==> config.mk <==
export PLATFORM = sky130hd
export DESIGN_NAME = line_guard_filter
export DESIGN_NICKNAME = d
export VERILOG_FILES = /design/src/rtl/lgf_pkg.sv /design/src/rtl/lgf_line_rights.sv /design/src/rtl/lgf_lane_map.sv /design/src/rtl/lgf_attr_regs.sv /design/src/rtl/line_guard_filter.sv
export SDC_FILE = /design/constraint.sdc
export NUM_CORES = 1
export LEC_CHECK = 0
export BUFFER_PORTS_ARGS = -buffer_cell sky130_fd_sc_hd__buf_4
export CORE_ASPECT_RATIO = 1.5
export CORE_MARGIN = 3
export CORE_UTILIZATION = 53
export CTS_CLUSTER_SIZE = 8
export DETAILED_ROUTE_END_ITERATION = 8
export PLACE_DENSITY = 0.81
export SYNTH_ARGS = -nofsm -noshare
export SYNTH_HDL_FRONTEND = slang
export SYNTH_HIERARCHICAL = 1
export SYNTH_SLANG_ARGS = --single-unit
export TNS_END_PERCENT = 30
==> constraint.sdc <==
create_clock -name clk -period 3.5 [get_ports clk]
set_clock_uncertainty 0.15 [all_clocks]
set_input_delay 0.35 -clock clk [delete_from_list [all_inputs] [get_ports clk]]
set_output_delay 0.35 -clock clk [all_outputs]
set_load 0.01 [all_outputs]
==> src/rtl/lgf_pkg.sv <==
package lgf_pkg;
  localparam int ADDR_W = 8;
  localparam int DATA_W = 32;
  localparam int BE_W   = DATA_W / 8;
  localparam int WIDX_W = 4;

  localparam logic [5:0] WADDR_SEC  = 6'h20;
  localparam logic [5:0] WADDR_PRIV = 6'h21;
  localparam logic [5:0] WADDR_LOCK = 6'h22;

  typedef enum logic [2:0] {
    RGN_BITBANK,
    RGN_BYTEBANK,
    RGN_SECATTR,
    RGN_PRIVATTR,
    RGN_LOCK,
    RGN_NONE
  } region_e;

  function automatic region_e decode_region(input logic [ADDR_W-1:2] waddr);
    region_e r;
    if (waddr[ADDR_W-1:ADDR_W-2] == 2'b00)      r = RGN_BITBANK;
    else if (waddr[ADDR_W-1:ADDR_W-2] == 2'b01) r = RGN_BYTEBANK;
    else if (waddr == WADDR_SEC)               r = RGN_SECATTR;
    else if (waddr == WADDR_PRIV)              r = RGN_PRIVATTR;
    else if (waddr == WADDR_LOCK)              r = RGN_LOCK;
    else                                       r = RGN_NONE;
    return r;
  endfunction

  function automatic logic [DATA_W-1:0] expand_be(input logic [BE_W-1:0] be);
    logic [DATA_W-1:0] m;
    for (int k = 0; k < BE_W; k++) m[8*k +: 8] = {8{be[k]}};
    return m;
  endfunction
endpackage

==> src/rtl/lgf_line_rights.sv <==
module lgf_line_rights #(
  parameter int NUM_LINES = 19
) (
  input  logic [NUM_LINES-1:0] sec_attr,
  input  logic [NUM_LINES-1:0] priv_attr,
  input  logic                 acc_secure,
  input  logic                 acc_priv,
  output logic [NUM_LINES-1:0] allow
);
  for (genvar l = 0; l < NUM_LINES; l++) begin : g_line
    assign allow[l] = (~sec_attr[l] | acc_secure) & (~priv_attr[l] | acc_priv);
  end
endmodule

==> src/rtl/lgf_lane_map.sv <==
module lgf_lane_map #(
  parameter int NUM_LINES     = 19,
  parameter bit BYTE_PER_LINE = 1'b0,
  parameter int WIDX_W        = 4
) (
  input  logic [NUM_LINES-1:0] allow,
  input  logic [WIDX_W-1:0]    word,
  output logic [31:0]          mask
);
  localparam int SPAN = (1 << WIDX_W) * 4;

  if (BYTE_PER_LINE) begin : g_byte
    logic [SPAN-1:0] allow_ext;
    always_comb begin
      allow_ext = '0;
      allow_ext[NUM_LINES-1:0] = allow;
    end
    for (genvar k = 0; k < 4; k++) begin : g_lane
      logic [WIDX_W+1:0] line_idx;
      assign line_idx = {word, 2'(k)};
      assign mask[8*k +: 8] = {8{allow_ext[line_idx]}};
    end
  end else begin : g_bit
    logic unused_word;
    assign unused_word = ^word;
    for (genvar b = 0; b < 32; b++) begin : g_pos
      if (b < NUM_LINES) begin : g_live
        assign mask[b] = allow[b];
      end else begin : g_rsvd
        assign mask[b] = 1'b0;
      end
    end
  end
endmodule

==> src/rtl/lgf_attr_regs.sv <==
module lgf_attr_regs #(
  parameter int NUM_LINES = 19
) (
  input  logic                 clk,
  input  logic                 rst_n,
  input  logic                 wr_sec,
  input  logic                 wr_priv,
  input  logic                 wr_lock,
  input  logic                 acc_secure,
  input  logic                 acc_priv,
  input  logic [NUM_LINES-1:0] be_mask,
  input  logic [NUM_LINES-1:0] wdata,
  output logic [NUM_LINES-1:0] sec_q,
  output logic [NUM_LINES-1:0] priv_q,
  output logic                 lock_q
);
  logic [NUM_LINES-1:0] sec_wm, priv_wm;

  always_comb begin
    sec_wm  = {NUM_LINES{acc_secure & ~lock_q}} & (~priv_q | {NUM_LINES{acc_priv}}) & be_mask;
    priv_wm = {NUM_LINES{acc_priv & ~lock_q}} & (~sec_q | {NUM_LINES{acc_secure}}) & be_mask;
  end

  always_ff @(posedge clk or negedge rst_n) begin
    if (!rst_n) begin
      sec_q  <= '0;
      priv_q <= '0;
      lock_q <= 1'b0;
    end else begin
      if (wr_sec)  sec_q  <= (sec_q & ~sec_wm) | (wdata & sec_wm);
      if (wr_priv) priv_q <= (priv_q & ~priv_wm) | (wdata & priv_wm);
      if (wr_lock && acc_secure && wdata[0] && be_mask[0]) lock_q <= 1'b1;
    end
  end

  p_lock_sticky_r9: assert property (@(posedge clk) disable iff (!rst_n)
    lock_q |=> lock_q);

  p_attr_frozen_r9: assert property (@(posedge clk) disable iff (!rst_n)
    lock_q |=> ($stable(sec_q) && $stable(priv_q)));

  p_sec_nonsecure_wr_r6: assert property (@(posedge clk) disable iff (!rst_n)
    (wr_sec && !acc_secure) |=> $stable(sec_q));

  p_priv_unpriv_wr_r7: assert property (@(posedge clk) disable iff (!rst_n)
    (wr_priv && !acc_priv) |=> $stable(priv_q));
endmodule

==> src/rtl/line_guard_filter.sv <==
module line_guard_filter
  import lgf_pkg::*;
#(
  parameter int NUM_LINES = 19
) (
  input  logic        clk,
  input  logic        rst_n,
  input  logic        req_valid,
  input  logic        req_write,
  input  logic [7:0]  req_addr,
  input  logic [3:0]  req_be,
  input  logic [31:0] req_wdata,
  input  logic        req_secure,
  input  logic        req_priv,
  output logic        rsp_valid,
  output logic [31:0] rsp_rdata,
  output logic        illegal_pulse,
  output logic        bank_wr_bit,
  output logic        bank_wr_byte,
  output logic [3:0]  bank_word,
  output logic [31:0] bank_wdata,
  input  logic [31:0] bit_bank_rdata,
  input  logic [31:0] byte_bank_rdata
);
  localparam int BYTE_LINES = (1 << WIDX_W) * 4;

  initial begin
    if (NUM_LINES < 1 || NUM_LINES > DATA_W || NUM_LINES > BYTE_LINES)
      $error("NUM_LINES out of range");
  end

  region_e                rgn;
  logic [DATA_W-1:0]      be_mask;
  logic [NUM_LINES-1:0]   sec_q, priv_q, allow;
  logic                   lock_q;
  logic [DATA_W-1:0]      bit_mask, byte_mask, wr_mask, old_word, rd_next;
  logic                   is_wr, illegal_next;
  logic [1:0]             unused_addr;

  assign unused_addr = req_addr[1:0];
  assign rgn       = decode_region(req_addr[ADDR_W-1:2]);
  assign be_mask   = expand_be(req_be);
  assign bank_word = req_addr[WIDX_W+1:2];
  assign is_wr     = req_valid & req_write;

  lgf_attr_regs #(.NUM_LINES(NUM_LINES)) attr_i (
    .clk       (clk),
    .rst_n     (rst_n),
    .wr_sec    (is_wr && rgn == RGN_SECATTR),
    .wr_priv   (is_wr && rgn == RGN_PRIVATTR),
    .wr_lock   (is_wr && rgn == RGN_LOCK),
    .acc_secure(req_secure),
    .acc_priv  (req_priv),
    .be_mask   (be_mask[NUM_LINES-1:0]),
    .wdata     (req_wdata[NUM_LINES-1:0]),
    .sec_q     (sec_q),
    .priv_q    (priv_q),
    .lock_q    (lock_q)
  );

  lgf_line_rights #(.NUM_LINES(NUM_LINES)) rights_i (
    .sec_attr  (sec_q),
    .priv_attr (priv_q),
    .acc_secure(req_secure),
    .acc_priv  (req_priv),
    .allow     (allow)
  );

  lgf_lane_map #(.NUM_LINES(NUM_LINES), .BYTE_PER_LINE(1'b0), .WIDX_W(WIDX_W)) bitmap_i (
    .allow(allow),
    .word (bank_word),
    .mask (bit_mask)
  );

  lgf_lane_map #(.NUM_LINES(NUM_LINES), .BYTE_PER_LINE(1'b1), .WIDX_W(WIDX_W)) bytemap_i (
    .allow(allow),
    .word (bank_word),
    .mask (byte_mask)
  );

  // Byte-enable merge first, then the per-line protection mask.
  always_comb begin
    if (rgn == RGN_BYTEBANK) begin
      old_word = byte_bank_rdata;
      wr_mask  = byte_mask & be_mask;
    end else begin
      old_word = bit_bank_rdata;
      wr_mask  = bit_mask & be_mask;
    end
    bank_wdata = (req_wdata & wr_mask) | (old_word & ~wr_mask);
  end

  assign bank_wr_bit  = is_wr && rgn == RGN_BITBANK;
  assign bank_wr_byte = is_wr && rgn == RGN_BYTEBANK;

  always_comb begin
    case (rgn)
      RGN_BITBANK:  rd_next = bit_bank_rdata & bit_mask;
      RGN_BYTEBANK: rd_next = byte_bank_rdata & byte_mask;
      RGN_SECATTR:  rd_next = DATA_W'(sec_q);
      RGN_PRIVATTR: rd_next = DATA_W'(priv_q);
      RGN_LOCK:     rd_next = req_secure ? DATA_W'(lock_q) : '0;
      default:      rd_next = '0;
    endcase
  end

  assign illegal_next = req_valid && !req_secure &&
                        ((rgn == RGN_SECATTR && req_write) || rgn == RGN_LOCK);

  always_ff @(posedge clk or negedge rst_n) begin
    if (!rst_n) begin
      rsp_valid     <= 1'b0;
      rsp_rdata     <= '0;
      illegal_pulse <= 1'b0;
    end else begin
      rsp_valid     <= req_valid & ~req_write;
      illegal_pulse <= illegal_next;
      if (req_valid && !req_write) rsp_rdata <= rd_next;
    end
  end

  // Protected bits of the bit bank survive writes from weaker accesses.
  p_bit_secure_hold_r1: assert property (@(posedge clk) disable iff (!rst_n)
    (bank_wr_bit && !req_secure) |-> (((bank_wdata ^ bit_bank_rdata) & DATA_W'(sec_q)) == '0));

  p_bit_priv_hold_r2: assert property (@(posedge clk) disable iff (!rst_n)
    (bank_wr_bit && !req_priv) |-> (((bank_wdata ^ bit_bank_rdata) & DATA_W'(priv_q)) == '0));

  p_reserved_never_set_r3: assert property (@(posedge clk) disable iff (!rst_n)
    bank_wr_bit |-> ((bank_wdata & ~bit_bank_rdata & ~DATA_W'({NUM_LINES{1'b1}})) == '0));

  p_be_merge_r5: assert property (@(posedge clk) disable iff (!rst_n)
    (bank_wr_bit || bank_wr_byte) |->
      (((bank_wdata ^ (bank_wr_byte ? byte_bank_rdata : bit_bank_rdata)) & ~be_mask) == '0));

  p_illegal_cause_r10: assert property (@(posedge clk) disable iff (!rst_n)
    illegal_pulse |-> $past(req_valid && !req_secure));

  p_rsp_after_read_r11: assert property (@(posedge clk) disable iff (!rst_n)
    rsp_valid |-> $past(req_valid && !req_write));

  p_lock_hidden_r8: assert property (@(posedge clk) disable iff (!rst_n)
    (rsp_valid && $past(rgn == RGN_LOCK && !req_secure)) |-> (rsp_rdata == '0));
endmodule

After elaboration in Yosys (flattened, before gate mapping)
Cells that the tools add are included.
{ "totals": {"latchBits": 0, "rom_bits": 0, "ramBits": 0, "out_inout_bits": 72, "regBits": 73, "input_bits": 114, "wordCells": 177, "n_memories": 0} }
{ "op_classes": {"n_mul": 0, "bitwise": 125, "div": 0, "n_lt_le_gt_ge": 4, "shift": 0, "n_reduce_logical": 17, "add_sub_neg": 0, "eq_ne": 8, "n_mux": 17} }
{ "op_table": {"columns": ["op", "n"], "rows": [
  ["32-bit one-hot mux with 5 select lines", 1],
  ["19-bit bitwise AND", 8],
  ["32-bit bitwise AND", 4],
  ["19-bit inverter", 4],
  ["19-bit bitwise OR", 4],
  ["32-bit two-way mux", 2],
  ["1-bit inverter", 40],
  ["1-bit bitwise OR", 38],
  ["19-bit by 32-bit bitwise AND with 32-bit output", 1],
  ["32-bit by 19-bit bitwise AND with 32-bit output", 1],
  ["32-bit inverter", 1],
  ["32-bit bitwise OR", 1],
  ["6-bit by 7-bit < comparator with 1-bit output, second input constant", 4],
  ["1-bit bitwise AND", 23],
  ["6-bit == test, second input constant", 3],
  ["1-bit binary-select mux with 4-bit select", 4],
  ["1-bit logical AND", 12],
  ["3-bit two-way mux", 4],
  ["3-bit by 2-bit == test with 1-bit output, second input constant", 2],
  ["1-bit two-way mux", 6],
  ["3-bit by 1-bit == test with 1-bit output, second input constant", 1],
  ["3-bit == test, second input constant", 1],
  ["3-bit zero test", 1],
  ["2-bit by 1-bit == test with 1-bit output, second input constant", 1],
  ["other kinds (3)", 4]
]} }

Logic depth before layout (Yosys ltp)
Gate-level depths: netlist of the first run.
{ "depth": {"depth_word": 11, "depth_mapped": 11, "ltp_nobuf": 9} }

By module
Netlist of the first run, hierarchy kept.
{ "modules_own_cells": {"columns": ["module", "seq_area_each_um2", "area_per_inst_um2", "instances", "cells_per_inst"], "rows": [
  ["line_guard_filter", 850.8, 3393.3, 1, 403],
  ["lgf_attr_regs", 975.9, 2115.8, 1, 164],
  ["lgf_lane_map at bytemap_i", 0.0, 387.9, 1, 50],
  ["lgf_lane_map at bitmap_i", 0.0, 244.0, 1, 33],
  ["lgf_line_rights", 0.0, 222.7, 1, 23]
]} }

Least setup slack after synthesis of the first run
Ideal clock, no wire load.
{ "synth_path": {"path_type": "input port to output port", "start": "input port req_secure", "end": "output port bank_wdata[14]", "path_stages": 10, "required_time_ns": 3.000, "n_path_buf": 2, "setup_slack_ns": 0.672, "arrival_ns": 2.328, "cell_sequence": "inv_2 -> buf_6 -> a22oi_2 -> a21oi_1 -> or2_0 -> a221oi_1 -> buf_4 -> mux2_2 -> a21oi_1 -> a31o_2"} }
{ "synth_between": {"elab_chain_len": 9, "word_cells_on_any_way": 21, "classes_between": "3 x mux; 18 x bitwise"} }
{ "synth_rtl": {"columns": ["item", "line", "source"], "rows": [
  ["start, declared", "line_guard_filter.sv:13", "input logic req_secure,"],
  ["1-bit bitwise OR *", "lgf_line_rights.sv:11", "assign allow[l] = (~sec_attr[l] | acc_secure) & (~priv_attr[l] | acc_priv);"],
  ["1-bit bitwise AND *", "lgf_line_rights.sv:11", null],
  ["via allow[5]", "line_guard_filter.sv:34", "logic [NUM_LINES-1:0] sec_q, priv_q, allow;"],
  ["1-bit binary-select mux with 4-bit select *", "lgf_lane_map.sv:21", "assign mask[8*k +: 8] = {8{allow_ext[line_idx]}};"],
  ["1-bit two-way mux (implied by the code) *", "lgf_lane_map.sv:21", null],
  ["via byte_mask[8]", "line_guard_filter.sv:36", "logic [DATA_W-1:0] bit_mask, byte_mask, wr_mask, old_word, rd_next;"],
  ["32-bit bitwise AND *", "line_guard_filter.sv:85", "wr_mask = byte_mask & be_mask;"],
  ["32-bit two-way mux *", "line_guard_filter.sv:83", "if (rgn == RGN_BYTEBANK) begin"],
  ["32-bit inverter", "line_guard_filter.sv:90", "bank_wdata = (req_wdata & wr_mask) | (old_word & ~wr_mask);"],
  ["32-bit bitwise AND", "line_guard_filter.sv:90", null],
  ["32-bit bitwise OR *", "line_guard_filter.sv:90", null],
  ["end, declared", "line_guard_filter.sv:21", "output logic [31:0] bank_wdata,"]
]} }
The timed path passes the listed nets; every way through them passes the cells marked *. The select of a mux whose other input is x is not followed.

==> results of run 1 <==
## path summary, 6_finish.rpt
kind / cells after the start / endpoint / slack, ps
setup reg to reg: 9 / rsp_rdata[10] / 1210
min in group clk: 2 / flop / 120
hold reg to reg: 2 / rsp_rdata[8] / 340
setup / recovery: 7 / bank_wdata[25] / 260
max in group asynchronous: 1 / rsp_rdata[24] / 2580
hold / removal: 1 / rsp_rdata[10] / -4
## per-layer routing
metal | GRT usage, % | wire length, µm | vias to the layer above
met5 | 0 | 0 | -
met4 | 12.4 | 547 | 0
met3 | 5.32 | 1290 | 44
met2 | 49.4 | 9820 | 253
met1 | 30.4 | 6530 | 2774
li1 | - | - | 2634
## worst max-delay path: stages (launching register included)
cell,delay (ps)
dfrtp_1,410
a22oi_1,380
mux4_2,320
nor3b_4,570
mux2_2,300
a21oi_1,60
a31o_2,230
buf_4,140
## cell type report
cell class,instances,area share (%)
Multi-Input combinational cell,498,49.8
Sequential cell,73,23.8
Timing Repair Buffer,200,19.7
Clock buffer,10,3.12
Tap cell,150,2.45
Clock inverter,6,0.881
Inverter,4,0.196
## synth_stat cells, types with 2 or more instances
master	number	area, µm²
mux2_2	69	777
dfrtp_1	73	1830
inv_2	2	7.51
clkbuf_1	28	105
a221oi_1	3	26.3
buf_12	2	40.0
inv_1	2	7.51
nand3b_1	19	143
nor3b_1	2	15.0
a22o_1	13	114
a21oi_1	73	365
buf_2	3	15.0
nand2_1	34	128
or2_0	3	18.8
a31o_2	31	272
buf_4	67	503
nand3_2	20	200
a32oi_1	3	26.3
and3b_1	2	17.5
nor2_1	5	18.8
nor2b_1	3	18.8
o21ai_0	13	65.1
o21ai_1	19	95.1
mux2i_1	35	350
mux2_4	20	300
buf_6	10	113
a22oi_2	10	125
nand2b_1	40	250
nand3_1	50	250
a22oi_1	9	67.6
## power by group
part	internal, mW	switching (mW)
sequential	0.886	0.0319
combinational	0.341	0.334
clock	0.572	0.373
total	1.80	0.738
## cell families (layout without fill, tap and decap cells)
kind of cell,after synthesis,count (layout),share of synthesized area (%)
and+or+nand+nor,183,183,17.4
AOI/OAI and AO/OA,177,177,18.6
muxes,125,125,22.8
buffers and inverters,114,220,12.4
DFF,73,73,28.7
other,1,13,0.0589
## repair_timing
item,in CTS,in global routing
gates resized for setup,0,1
setup endpoints to repair,0,8
buffers inserted,0,0
## metrics by stage
step / cells / instance area (µm²) / total power [mW] / hold WS (ps)
final: 941 / 7670 / 2.54 / -4.26
after global routing: 941 / 7670 / 2.64 / 81.8
after global placement: 925 / 7360 / 1.58 / 324
after detailed placement: 925 / 7360 / 1.60 / 329
after floorplan: 685 / 6410 / 1.33 / -95.6
after CTS: 941 / 7660 / 2.54 / 49.4
==> impl_metrics.toml, run 1 <==
[clock_tree]
cts_root_buf = "clkbuf_16"
cts.clk_slew.worst_paths_ps = 60
max-clock-path-buffers = 2
cts_tree = "built"
postCtsHoldBufs = 0
cts_made_buffers = 9
cts.sinks = 73
htreeDepth = 3
insertion_delay_ps = 340

[global_routing]
grt_pass1_vias = 5948
gr-total-overflow = 0
grt_max_degree = 74
grt_antenna_before_repair = 0
globalRouteTotalUtil_pct = 27.4
grt_pass1_wl_mm = 28.8

[layout]
multi_input_area_um2 = 3820
antenna_cells = 0
fillers = 958
final_common_cell = "buf_4"
finalCoreUtilization_pct = 65.8
syn2layout_area_growth_pct = 20.5
seq_area_um2 = 1830
nets = 900
drive_gt1_share_pct = 47.5
final_cell_mix = "buf_4, a21oi_1, dfrtp_1"

[floorplan]
core-area_um2 = 11700
rows = 48
pin_count = 186
die_y_um = 140
start_util_pct = 54.6
die_area_um2 = 13400
die_x_um = 95.5

[yosys]
ys_seq_elements = 73
ys_seq_area_share_pct = 28.7
synthesis.area_um2 = 6360
yosys_warnings = 6
syn_inst = 673
synthArstFlopShare_pct = 100
yosysUniqueCellTypes = 40
synthFlopType = "dfrtp_1"
synth_edf_count = 0
avgSynthCellArea_um2 = 9.46

[worst_setup_path]
start_kind = "flop"
critPathKind = "reg2out"
required_ps = 3000
crit_fanout = 16
arrival_ps = 2740
cp-end-kind = "primary output"

[sta]
setup_tns_ps = 0
hold_slack_ps = -4.26
slew_violations = 0
rsz0062_at_grt = "no"
fin_crit_ps = 3240
setup_viol = 0
period_share_pct = 92.5
hold_viol = 2
timing.final.ws_setup_ps = 262
slew_headroom_pct = 36.3
clock.fmax_mhz = 309
worst_pin_slew_ps = 956

[run_status]
violations = "hold timing"
status = "finished with violations"

[power]
powerDensity_nw_per_um2 = 331
p_leak_nw = 3.54
vdd_drop_max_mv = 0.193

[drt]
route.detailed.drc = 0
routed_via_density = 6.06
wire_per_inst_um = 19.3
wirelength_mm = 18.2
drt_first_pass_iters = 6
drt.antenna.violating_nets = 0
vias = 5705
drtIter0Drc = 274

[hold_path]
hold_path.class = "in2async"

[place]
gp_routability_congestion = 0.870
pre_cts_ws_ps = 187
port_buffers = 183
hpwl_mm = 13.0

[job]
drv_cap = 0
Note: power is estimated with default switching activity, not from simulation.
==> inputs of run 2 (changes only) <==
Settings changed: MAX_ROUTING_LAYER set to met4, PLACE_DENSITY 0.81 to 0.85.
==> impl_metrics.toml, run 2 (synthesized netlist as in run 1, its figures left out) <==
[drt]
route.detailed.drc = 0
vias = 5706
wire_per_inst_um = 19.6
drtIter0Drc = 306
wirelength_mm = 18.4
drt_first_pass_iters = 5
drt.antenna.violating_nets = 0
routed_via_density = 6.06

[clock_tree]
cts.clk_slew.worst_paths_ps = 60
htreeDepth = 3
cts_tree = "built"
cts.sinks = 73
max-clock-path-buffers = 2
cts_setup_buffers = 0
cts_made_buffers = 9
cts_root_buf = "clkbuf_16"
insertion_delay_ps = 340

[place]
gp_routability_congestion = 0.859
hpwl_mm = 13.1
port_buffers = 183
placedCellCount = 926
placed_area_um2 = 7360

[sta]
rsz0062_at_grt = "no"
hold_viol = 0
setup_viol = 0
slew_violations = 0
slew_headroom_pct = 36.4
period_share_pct = 94.9
worst_pin_slew_ps = 953
clock.fmax_mhz = 301
setup_tns_ps = 0
fin_crit_ps = 3320

[global_routing]
grt_max_degree = 74
grt_pass1_wl_mm = 29.4
grt_pass1_vias = 5972
grt_antenna_before_repair = 0
gr-total-overflow = 0
globalRouteTotalUtil_pct = 28.6

[layout]
layoutNonFillerInstCount = 941
nets = 901
final_cell_mix = "buf_4, a21oi_1, dfrtp_1"
syn2layout_area_growth_pct = 20.4
fillers = 934
finalCoreUtilization_pct = 65.8
antenna_cells = 0
fin_area_um2 = 7660
drive_gt1_share_pct = 47.5
final_common_cell = "buf_4"

[power]
p_leak_nw = 3.54
powerDensity_nw_per_um2 = 329
vdd_drop_max_mv = 0.196

[floorplan]
die_x_um = 95.5
die_y_um = 140
pin_count = 186
die_area_um2 = 13400
core-area_um2 = 11700
start_util_pct = 54.6
rows = 48

[worst_setup_path]
crit_fanout = 16
start_kind = "flop"
required_ps = 3000
cp-end-kind = "primary output"
arrival_ps = 2820
critPathKind = "reg2out"

[hold_path]
hold_path.class = "in2async"

[run_status]
status = "complete, no violations"

[job]
drv_cap = 0
==> run 2: what timing repair did <==
action                     in CTS  in global routing
setup endpoints to repair       1                  0
gates resized for setup         1                  0
hold endpoints to repair        0                  0
hold buffers                    0                  0
==> run 2: per-stage QoR <==
step | hold WS [ps] | power [mW] | setup WS [ps]
after floorplan | -95.6 | 1.33 | 672
after global placement | 322 | 1.58 | 238
after detailed placement | 330 | 1.61 | 126
after CTS | 46.4 | 2.53 | 206
after global routing | 79.6 | 2.62 | 21.4
final | 5.18 | 2.52 | 178
==> run 2: area by class of cell <==
class                   instances  area, µm²  area share, %
multi-input cells             498       3820           49.8
flip-flops and latches         73       1830           23.8
repair buffers                201       1520           19.8
clock buffers                  10        239           3.12
well taps                     150        188           2.45
clock inverters                 5       56.3          0.735
inverters                       4       15.0          0.196
==> run 2: final timing paths <==
check,endpoint,slack (ps),depth (start not counted)
max in group asynchronous,async pin,2580,1
min in group clk,flop,120,2
worst max register to register,rsp_rdata[10],1060,9
worst min-delay path,rsp_valid,5,1
worst min register to register,rsp_rdata[7],340,2
worst max-delay path,bank_wdata[27],180,7
==> run 2: where the power goes <==
part | switching, mW | internal [mW]
sequential | 0.0317 | 0.886
combinational | 0.338 | 0.343
clock | 0.356 | 0.565
total | 0.725 | 1.79
==> run 2: critical path: stages (launching register included) <==
cell and delay (ps):
dfrtp_1 410, a22oi_1 410, mux4_2 340, nor3b_4 570
mux2_2 300, a21oi_1 80, a31o_2 230, buf_4 140
==> run 2: per-layer routing <==
layer | vias up | wire [µm] | GRT usage [%] | share of wire (%)
li1 | 2632 | - | - | -
met1 | 2781 | 6860 | 32.7 | 37
met2 | 248 | 9790 | 49.8 | 53
met3 | 45 | 1230 | 4.14 | 6.7
met4 | 0 | 526 | 11.0 | 2.9
met5 | - | 0 | - | 0
